$ cat src/rtl/irq_pkg.sv
package irq_pkg;

   typedef enum logic [1:0] {
      W_EN_SET   = 2'd0,
      W_EN_CLR   = 2'd1,
      W_PEND_SET = 2'd2,
      W_PEND_CLR = 2'd3
   } word_e;

   localparam int unsigned MAX_LINES = 32;

endpackage

$ cat src/rtl/irq_edge_detect.sv
module irq_edge_detect #(
   parameter int unsigned N = 8
) (
   input  logic         clk,
   input  logic         rst_n,
   input  logic [N-1:0] lvl,
   output logic [N-1:0] rise
);

   for (genvar i = 0; i < N; i++) begin : g_line
      logic prev_q;
      always_ff @(posedge clk or negedge rst_n) begin
         if (!rst_n) prev_q <= 1'b0;
         else        prev_q <= lvl[i];
      end
      assign rise[i] = lvl[i] & ~prev_q;
   end

endmodule

$ cat src/rtl/irq_bus_decode.sv
module irq_bus_decode
   import irq_pkg::*;
#(
   parameter int unsigned N       = 8,
   parameter int unsigned DW      = 32,
   parameter logic [31:0] NS_MASK = 32'h0
) (
   input  logic          wr,
   input  logic [1:0]    addr,
   input  logic          nonsec,
   input  logic [DW-1:0] wdata,
   output logic [N-1:0]  en_set,
   output logic [N-1:0]  en_clr,
   output logic [N-1:0]  pd_set,
   output logic [N-1:0]  pd_clr
);

   localparam logic [N-1:0] NS_LINES = NS_MASK[N-1:0];

   logic [N-1:0] gate;
   logic [N-1:0] bits;

   assign gate = nonsec ? NS_LINES : {N{1'b1}};
   assign bits = wdata[N-1:0] & gate;

   if (DW > N) begin : g_spare
      logic unused_hi;
      assign unused_hi = ^wdata[DW-1:N];
   end

   always_comb begin
      en_set = '0;
      en_clr = '0;
      pd_set = '0;
      pd_clr = '0;
      if (wr) begin
         case (word_e'(addr))
            W_EN_SET:   en_set = bits;
            W_EN_CLR:   en_clr = bits;
            W_PEND_SET: pd_set = bits;
            W_PEND_CLR: pd_clr = bits;
            default:    ;
         endcase
      end
   end

endmodule

$ cat src/rtl/irq_line_bank.sv
module irq_line_bank #(
   parameter int unsigned N = 8
) (
   input  logic         clk,
   input  logic         rst_n,
   input  logic [N-1:0] lvl,
   input  logic [N-1:0] rise,
   input  logic [N-1:0] en_set,
   input  logic [N-1:0] en_clr,
   input  logic [N-1:0] pd_set,
   input  logic [N-1:0] pd_clr,
   input  logic [N-1:0] ack_hit,
   input  logic [N-1:0] ret_hit,
   output logic [N-1:0] en_q,
   output logic [N-1:0] pend_q
);

   for (genvar i = 0; i < N; i++) begin : g_line
      logic set_src;
      logic clr_src;

      assign set_src = rise[i] | pd_set[i] | (ret_hit[i] & lvl[i]);
      assign clr_src = ack_hit[i] | (pd_clr[i] & ~lvl[i]);

      always_ff @(posedge clk or negedge rst_n) begin
         if (!rst_n) begin
            en_q[i]   <= 1'b0;
            pend_q[i] <= 1'b0;
         end else begin
            if (en_set[i])      en_q[i] <= 1'b1;
            else if (en_clr[i]) en_q[i] <= 1'b0;

            if (set_src)        pend_q[i] <= 1'b1;
            else if (clr_src)   pend_q[i] <= 1'b0;
         end
      end
   end

endmodule

$ cat src/rtl/irq_rank.sv
module irq_rank #(
   parameter int unsigned N   = 8,
   parameter int unsigned IDW = 3
) (
   input  logic [N-1:0]   elig,
   output logic           found,
   output logic [IDW-1:0] id,
   output logic [N-1:0]   onehot
);

   assign found = |elig;

   if (N == 1) begin : g_single
      assign id     = '0;
      assign onehot = elig;
   end else begin : g_multi
      assign onehot = elig & (~elig + N'(1));
      always_comb begin
         id = '0;
         for (int i = N - 1; i >= 0; i--) begin
            if (elig[i]) id = IDW'(i);
         end
      end
   end

endmodule

$ cat src/rtl/irq_state_ctrl.sv
module irq_state_ctrl
   import irq_pkg::*;
#(
   parameter int unsigned NUM_LINES = 8,
   parameter int unsigned DATA_W    = 32,
   parameter logic [31:0] NS_MASK   = 32'h0000_00F0,
   localparam int unsigned ID_W     = (NUM_LINES > 1) ? $clog2(NUM_LINES) : 1
) (
   input  logic                 clk,
   input  logic                 rst_n,
   input  logic [NUM_LINES-1:0] irq_in,
   input  logic                 bus_wr,
   input  logic [1:0]           bus_addr,
   input  logic                 bus_nonsec,
   input  logic [DATA_W-1:0]    bus_wdata,
   output logic [DATA_W-1:0]    bus_rdata,
   input  logic                 core_ack,
   input  logic                 core_ret,
   output logic                 irq_req,
   output logic                 act_valid,
   output logic [ID_W-1:0]      act_id
);

   if (NUM_LINES < 1 || NUM_LINES > MAX_LINES) begin : g_bad_lines
      $error("NUM_LINES must lie between 1 and 32");
   end
   if (DATA_W < NUM_LINES) begin : g_bad_width
      $error("DATA_W must hold one bit per line");
   end

   logic [NUM_LINES-1:0] rise;
   logic [NUM_LINES-1:0] en_set, en_clr, pd_set, pd_clr;
   logic [NUM_LINES-1:0] en_vec, pend_vec;
   logic [NUM_LINES-1:0] elig, pick_oh;
   logic [NUM_LINES-1:0] ack_hit, ret_hit;
   logic                 pick_found;
   logic [ID_W-1:0]      pick_id;
   logic                 ack_take, ret_take;
   logic [NUM_LINES-1:0] rd_sel;

   irq_edge_detect #(.N(NUM_LINES)) u_edge (
      .clk  (clk),
      .rst_n(rst_n),
      .lvl  (irq_in),
      .rise (rise)
   );

   irq_bus_decode #(.N(NUM_LINES), .DW(DATA_W), .NS_MASK(NS_MASK)) u_dec (
      .wr    (bus_wr),
      .addr  (bus_addr),
      .nonsec(bus_nonsec),
      .wdata (bus_wdata),
      .en_set(en_set),
      .en_clr(en_clr),
      .pd_set(pd_set),
      .pd_clr(pd_clr)
   );

   assign elig = pend_vec & en_vec;

   irq_rank #(.N(NUM_LINES), .IDW(ID_W)) u_rank (
      .elig  (elig),
      .found (pick_found),
      .id    (pick_id),
      .onehot(pick_oh)
   );

   assign ack_take = core_ack & ~act_valid & pick_found;
   assign ret_take = core_ret & act_valid;
   assign ack_hit  = ack_take ? pick_oh : '0;
   assign ret_hit  = ret_take ? (NUM_LINES'(1) << act_id) : '0;

   irq_line_bank #(.N(NUM_LINES)) u_bank (
      .clk    (clk),
      .rst_n  (rst_n),
      .lvl    (irq_in),
      .rise   (rise),
      .en_set (en_set),
      .en_clr (en_clr),
      .pd_set (pd_set),
      .pd_clr (pd_clr),
      .ack_hit(ack_hit),
      .ret_hit(ret_hit),
      .en_q   (en_vec),
      .pend_q (pend_vec)
   );

   always_ff @(posedge clk or negedge rst_n) begin
      if (!rst_n) begin
         act_valid <= 1'b0;
         act_id    <= '0;
      end else if (ack_take) begin
         act_valid <= 1'b1;
         act_id    <= pick_id;
      end else if (ret_take) begin
         act_valid <= 1'b0;
      end
   end

   assign irq_req   = pick_found;
   assign rd_sel    = bus_addr[1] ? pend_vec : en_vec;
   assign bus_rdata = DATA_W'(rd_sel);

endmodule

$ cat config.mk
export PLATFORM = sky130hd
export DESIGN_NAME = irq_state_ctrl
export DESIGN_NICKNAME = d
export VERILOG_FILES = /design/src/rtl/irq_pkg.sv /design/src/rtl/irq_edge_detect.sv /design/src/rtl/irq_bus_decode.sv /design/src/rtl/irq_line_bank.sv /design/src/rtl/irq_rank.sv /design/src/rtl/irq_state_ctrl.sv
export SDC_FILE = /design/constraint.sdc
export NUM_CORES = 1
export LEC_CHECK = 0
export BUFFER_PORTS_ARGS = -buffer_cell sky130_fd_sc_hd__buf_2
export CAP_MARGIN = 30
export CORE_ASPECT_RATIO = 1.2
export CORE_UTILIZATION = 40
export DETAILED_ROUTE_END_ITERATION = 8
export GPL_TIMING_DRIVEN = 0
export PLACE_DENSITY = 0.79
export SLEW_MARGIN = 20
export SYNTH_ARGS = -nofsm -noshare
export SYNTH_HDL_FRONTEND = slang
export SYNTH_SLANG_ARGS = --single-unit
$ cat constraint.sdc
create_clock -name clk -period 1.43 [get_ports clk]
set_clock_uncertainty 0.1 [all_clocks]
set_input_delay 0.0715 -clock clk [delete_from_list [all_inputs] [get_ports clk]]
set_output_delay 0.0715 -clock clk [all_outputs]
set_load 0.01 [all_outputs]
=== Yosys cells after proc, flatten, opt, wreduce, memory -nomap -nowiden ===
Index checks and enable logic that the tools add are counted.

* Register bits: 28
* Bits of input ports: 48
* Output and inout port bits: 37

* Add/subtract/negate cells: 1
* Equal/unequal tests: 3
* Shift-type cells: 1
* Muxes and demuxes: 54
* Bitwise operators: 72
* Reduce and logical (&&, ||, !) cells: 19

{| class="wikitable"
|+ Operator list
! operator !! number
|-
| 8-bit two-way mux || 11
|-
| 1-bit two-way mux || 34
|-
| 2-bit nonzero test || 17
|-
| 1-bit AND || 27
|-
| 8-bit AND || 3
|-
| 3-bit two-way mux || 8
|-
| 1-bit OR || 24
|-
| 1-bit inverter || 17
|-
| 8-bit by 1-bit adder with 8-bit output, second input constant || 1
|-
| 8-bit inverter || 1
|-
| 8-bit OR reduction || 1
|-
| 1-bit by 3-bit left shift with 8-bit output, first input constant || 1
|-
| 2-bit equality test, second input constant || 2
|-
| 4-bit two-way mux || 1
|-
| 2-bit by 1-bit equality test with 1-bit output, second input constant || 1
|-
| 2-bit logical NOT || 1
|}

=== Logic depth before layout (Yosys ltp) ===
* Depth in word-level cells: 9
* Gate-level depth with buffers: 5
* Mapped depth without buffers: 4

=== Hierarchy ===
From an unflattened synthesis, not the netlist that was laid out.

* Cells, all modules: 232
* Area total of the unflattened synthesis: 2020.7 um2

{| class="wikitable"
|+ By module, submodules not included
! module !! instances !! cells an instance !! area an instance (um2) !! sequential area each (um2)
|-
| irq_line_bank || 1 || 72 || 700.7 || 400.4
|-
| irq_state_ctrl || 1 || 74 || 618.1 || 100.1
|-
| irq_edge_detect || 1 || 16 || 310.3 || 200.2
|-
| irq_bus_decode || 1 || 47 || 252.7 || 0.0
|-
| irq_rank || 1 || 23 || 138.9 || 0.0
|}

=== Least setup slack after synthesis ===
OpenSTA, ideal clock, no wires.

* Path type: register -> register
* From: register u_bank.en_q[7]
* To: register act_id[0]
* Setup time: 125 ps
* Data arrival time: 1322 ps
* Data required time: 1205 ps
* Path slack: -117 ps
* Stages on the path, launching flop included: 5
* Path buffers: 0
* Cell sequence: dfrtp_1 a22oi_1 nand4_2 nand2_1 mux2_2

* Elaborated cells between the ends (all ways): 11
* Classes of those cells: 8 x mux; 2 x bitwise; 1 x reduce/logical

{| class="wikitable"
|+ RTL lines
! element !! line !! source
|-
| start: declaration || irq_line_bank.sv:14 || <nowiki>output logic [N-1:0] en_q,</nowiki>
|-
| start signal: indexed assignment || irq_line_bank.sv:27 || <nowiki>en_q[i] <= 1'b0;</nowiki>
|-
| start signal: indexed assignment || irq_line_bank.sv:30 || <nowiki>if (en_set[i]) en_q[i] <= 1'b1;</nowiki>
|-
| start signal: indexed assignment || irq_line_bank.sv:31 || <nowiki>else if (en_clr[i]) en_q[i] <= 1'b0;</nowiki>
|-
| 8-bit AND || irq_state_ctrl.sv:59 || <nowiki>assign elig = pend_vec & en_vec;</nowiki>
|-
| 8-bit OR reduction || irq_rank.sv:11 || <nowiki>assign found = |elig;</nowiki>
|-
| named net irq_req || irq_state_ctrl.sv:19 || <nowiki>output logic irq_req,</nowiki>
|-
| 1-bit AND || irq_state_ctrl.sv:68 || <nowiki>assign ack_take = core_ack & ~act_valid & pick_found;</nowiki>
|-
| end signal: assignment || irq_state_ctrl.sv:94 || <nowiki>act_id <= pick_id;</nowiki>
|-
| end: declaration || irq_state_ctrl.sv:21 || <nowiki>output logic [ID_W-1:0] act_id</nowiki>
|}

The timed path passes the listed nets, and every way through them passes these cells.
A chain may end at the register's enable or synchronous reset.

=== Final worst setup path ===
* From: register u_bank.en_q[4]
* To: register u_bank.pend_q[7]

* Longest elaborated chain between the ends: 7
* Elaborated cells between the ends (all ways): 9
* Classes of those cells: 1 x add/sub; 1 x mux; 5 x bitwise; 2 x reduce/logical

{| class="wikitable"
|+ Ends and longest elaborated chain
! element !! line !! source
|-
| 8-bit AND (*) || irq_state_ctrl.sv:59 ||
|-
| 8-bit inverter || irq_rank.sv:17 || <nowiki>assign onehot = elig & (~elig + N'(1));</nowiki>
|-
| 8-bit by 1-bit adder with 8-bit output || irq_rank.sv:17 ||
|-
| 8-bit AND || irq_rank.sv:17 ||
|-
| 8-bit two-way mux (*) || irq_state_ctrl.sv:70 || <nowiki>assign ack_hit = ack_take ? pick_oh : '0;</nowiki>
|-
| 1-bit OR (*) || irq_line_bank.sv:23 || <nowiki>assign clr_src = ack_hit[i] | (pd_clr[i] & ~lvl[i]);</nowiki>
|-
| 2-bit nonzero test (no source line) (*) || - ||
|-
| end signal: indexed assignment || irq_line_bank.sv:28 || <nowiki>pend_q[i] <= 1'b0;</nowiki>
|-
| end signal: indexed assignment || irq_line_bank.sv:33 || <nowiki>if (set_src) pend_q[i] <= 1'b1;</nowiki>
|-
| end signal: indexed assignment || irq_line_bank.sv:34 || <nowiki>else if (clr_src) pend_q[i] <= 1'b0;</nowiki>
|-
| end: declaration || irq_line_bank.sv:15 || <nowiki>output logic [N-1:0] pend_q</nowiki>
|}

Mark *: on every way between the ends. The rest lies on a longest branch, timed or not.

==> reports/qor_table.md <==
| Quantity | Value | Unit |
| --- | --- | --- |
| Status | finished with violations | - |
| Violated checks | negative setup slack | - |
| Finish-stage setup viols | 10 | - |
| Clk sinks | 28 | - |
| Top cells by area in the synthesized netlist | dfrtp_1 (43%), buf_4 (11%), mux2_2 (6.2%) | - |
| Largest net degree at the start of global routing | 29 | - |
| R2R cell count | 4 | - |
| Number of nets with antenna violations after detailed routing | 0 | - |
| Vias | 1583 | - |
| Number of antenna violations at the first check in global routing | 0 | - |
| Met2 Resource Use GR | 33.0 | % |
| Synthesis warning total | 0 | - |
| CP Launch Type | flop | - |
| Worst-case clock buffer depth | 2 | - |
| Maximum Capacitance Violations | 0 | - |
| Number of synthesized register bits | 28 | - |
| Share of power burned in registers | 41.9 | % |
| Minimum period implied by the final worst setup slack | 1.58 | ns |
| Clock transition time at the flip-flop clock pins of the worst setup and hold paths | 0.10 | ns |
| Number of clock buffers inserted by TritonCTS | 3 | - |
| Worst hold start | bus_wr | - |
| Number of instances in the synthesized netlist | 168 | - |
| Maximum level of the CTS H-tree | 1 | - |
| Leakage | 1.10 | nW |
| Met3 usage | 3.21 | % |
| Most common cell after layout, fill and taps aside | buf_4 | - |
| Crit Path Category | reg2reg | - |
| R2r startpoint | u_bank.en_q[4] | - |
| First-pass GRT wire length | 6.31 | mm |
| Area enclosed by the die boundary | 4380 | sq um |
| Most used flip-flop cell after synthesis | dfrtp_1 | - |
| Critical Path End Type | flop | - |
| Total Wirelength | 4.32 | mm |
| Width of the die | 60.6 | um |
| HPWL reported at the end of detailed placement | 2.81 | mm |
| RSZ-0062 raised after global routing | yes | - |
| Starting Density | 41.8 | % |
| Final Instance Area | 2370 | sq um |
| Remaining Overflow, GRT | 0 | - |
| Minimum setup slack in the final design | -0.151 | ns |
| Boundary pin count | 85 | - |
| Share of Yosys cell area claimed by the top area cell type | 42.5 | % |
| Most frequent cells in the layout | buf_4 (36), buf_2 (35), conb_1 (24), dfrtp_1 (24), nand2_1 (16) | - |
| Power density normalized to cell area | 1140 | nW/um^2 |
| Count of cell types in the netlist | 31 | - |
| Clock tree from TritonCTS | yes | - |
| Routed len/inst | 13.8 | um |
| Maximum vdd drop | 535 | uV |
| Final nets | 309 | - |
| Number of buffers inserted by port buffering | 36 | - |
| Min-Delay Path Class | in2reg | - |
| Number of flops mapped to enable cells by yosys | 0 | - |
| Reg-to-reg slack, setup | -0.15 | ns |
| Number of DRC violations after detailed-routing iteration 0 | 67 | - |
| Number of optimization iterations in the first detailed-route pass | 4 | - |
| Data arrival at the endpoint of the critical path | 1.65 | ns |
| DRC violation count after routing | 0 | - |
| Endpoint of the most critical register-to-register path | u_bank.pend_q[7] | - |
| Least-Margin Pin Slew | 0.624 | ns |
| Post-Layout Cell Count | 313 | - |
| Clk Tree Root Cell | clkbuf_8 | - |
| Switching share of power | 36.6 | % |
| Hold Slack | 0.0110 | ns |
| Number of stages on the worst hold path | 3 | - |
| Cell taking the most area after synthesis | dfrtp_1 | - |
| Busiest metal layer after global routing | met2 | - |
| Synthesized cell area | 1650 | sq um |
| Total count of max-transition violations in the final report | 0 | - |
| Hold Vio Cnt, Final | 0 | - |
| Clock network fraction of design power | 16.1 | % |
| Headroom to the max-slew limit | 58.4 | % |
| Placed instance area | 2000 | sq um |
| Net switching power | 985 | uW |
| Pre-CTS setup slack | -0.168 | ns |
| GR Util met1 | 24.2 | % |
| CP Max Fanout | 4 | - |
| CP required | 1.50 | ns |
| Share of post-route cells with drive strength above 1 | 41.3 | % |
| Cell row count | 25 | - |
| Number of placed cells counting well taps | 281 | - |
| GP Congestion | 0.806 | - |
| Die span in y | 72.3 | um |
| Final worst path period share | 111 | % |
| Utilization after layout | 60.1 | % |
| Min-Delay Endpoint | u_bank.pend_q[3] | - |
| Portion of total power attributed to combinational logic | 42.0 | % |
| Per-cell via count in the routed design | 5.06 | - |
| Avg Inst Size Synth | 9.81 | sq um |
| Synth-to-layout area growth | 43.8 | % |
| Fmax | 632 | MHz |
| Number of global-route vias before repair | 1397 | - |
| Internal power | 1.71 | mW |
| Fraction of the yosys area taken by sequential cells | 42.5 | % |
| Area of the core region | 3940 | sq um |
| Proportion of register bits with asynchronous set or reset after synthesis | 100 | % |
| Number of antenna diodes | 0 | - |
| Clk Latency, worst-skew pair | 0.27 | ns |
| Combined global-route utilization of all metal layers | 19.4 | % |
## area by class of cell
type                    instances  area [sq um]
flip-flops and latches         28           706
multi-input cells             130           876
well taps                      54          67.6
repair buffers                 65           460
clock buffers                   3          41.3
inverters                       5          18.8
fillers                       344          1570
plain buffers                  28           200
## routing by layer
layer | routed length, um | vias up
met5 | 0 | -
li1 | - | 764
met1 | 1810 | 730
met2 | 2140 | 78
met3 | 270 | 11
met4 | 96 | 0
## how the worst max path moves through the flow
stage / start / to / slack, ns / depth (start not counted)
2_1_floorplan: u_bank.en_q[3] / act_id[0] / -0.05 / 4
3_3_place_gp: u_bank.en_q[3] / u_bank.pend_q[7] / -0.16 / 4
3_5_place_dp: u_bank.pend_q[1] / u_bank.pend_q[7] / -0.17 / 4
4_1_cts: u_bank.en_q[4] / u_bank.pend_q[7] / -0.12 / 4
5_1_grt: u_bank.en_q[4] / u_bank.pend_q[7] / -0.20 / 4
6_report: u_bank.en_q[4] / u_bank.pend_q[7] / -0.15 / 4
## kinds of logic (layout without fill, tap and decap cells)
logic type | count (synthesis) | after routing | share of synthesized area, %
AOI/OAI and AO/OA | 57 | 57 | 25.3
buffers and inverters | 33 | 101 | 13.1
muxes | 9 | 9 | 6.15
other | 1 | 24 | 0.228
and+or+nand+nor | 40 | 40 | 12.7
DFF | 28 | 28 | 42.5
## synth_stat cells (3+ instances only)
cell and instances:
dfrtp_1 28, buf_4 24, nand2_1 17, o21ai_0 14
a21oi_1 11, mux2_2 9, nand2b_1 9, a221o_1 7
a31oi_1 7, o31ai_1 6, inv_1 5, nand3_1 3
nor2_1 3
## per-stage QoR
stage / power (mW) / TNS, ns
2_1_floorplan: 1.70 / -0.128
3_3_place_gp: 1.97 / -0.726
3_5_place_dp: 1.99 / -0.764
4_1_cts: 2.58 / -0.499
5_1_grt: 2.82 / -1.42
6_report: 2.69 / -0.905
## state kept, by name, indices dropped and copies added, names as in the netlist
| register | cells |
|---|---|
| u_bank.en_q | 8 |
| u_bank.pend_q | 8 |
| u_edge.g_line.prev_q | 8 |
| act_id | 3 |
| act_valid | 1 |
## worst max-delay path, stage by stage (launching register included)
cell and delay, ns:
dfrtp_1 0.41, a22oi_2 0.33, and4_4 0.28, a311oi_1 0.09
a221o_1 0.26
## timing repair
action,in CTS,in global routing
hold endpoints to repair,49,0
pin swaps,7,11
resized for setup,8,13
hold buffers,14,0
endpoints found under the setup margin,9,13
setup buffers,12,3
## power groups by stage
stage	Combinational, mW	Clock (mW)	Sequential [mW]
3_3_place_gp	0.828	0	1.15
5_1_grt	1.22	0.454	1.15
3_5_place_dp	0.839	0	1.15
6_report	1.13	0.433	1.13
4_1_cts	1.03	0.431	1.12
2_1_floorplan	0.578	0	1.12
Note: power is estimated with default switching activity, not from simulation.
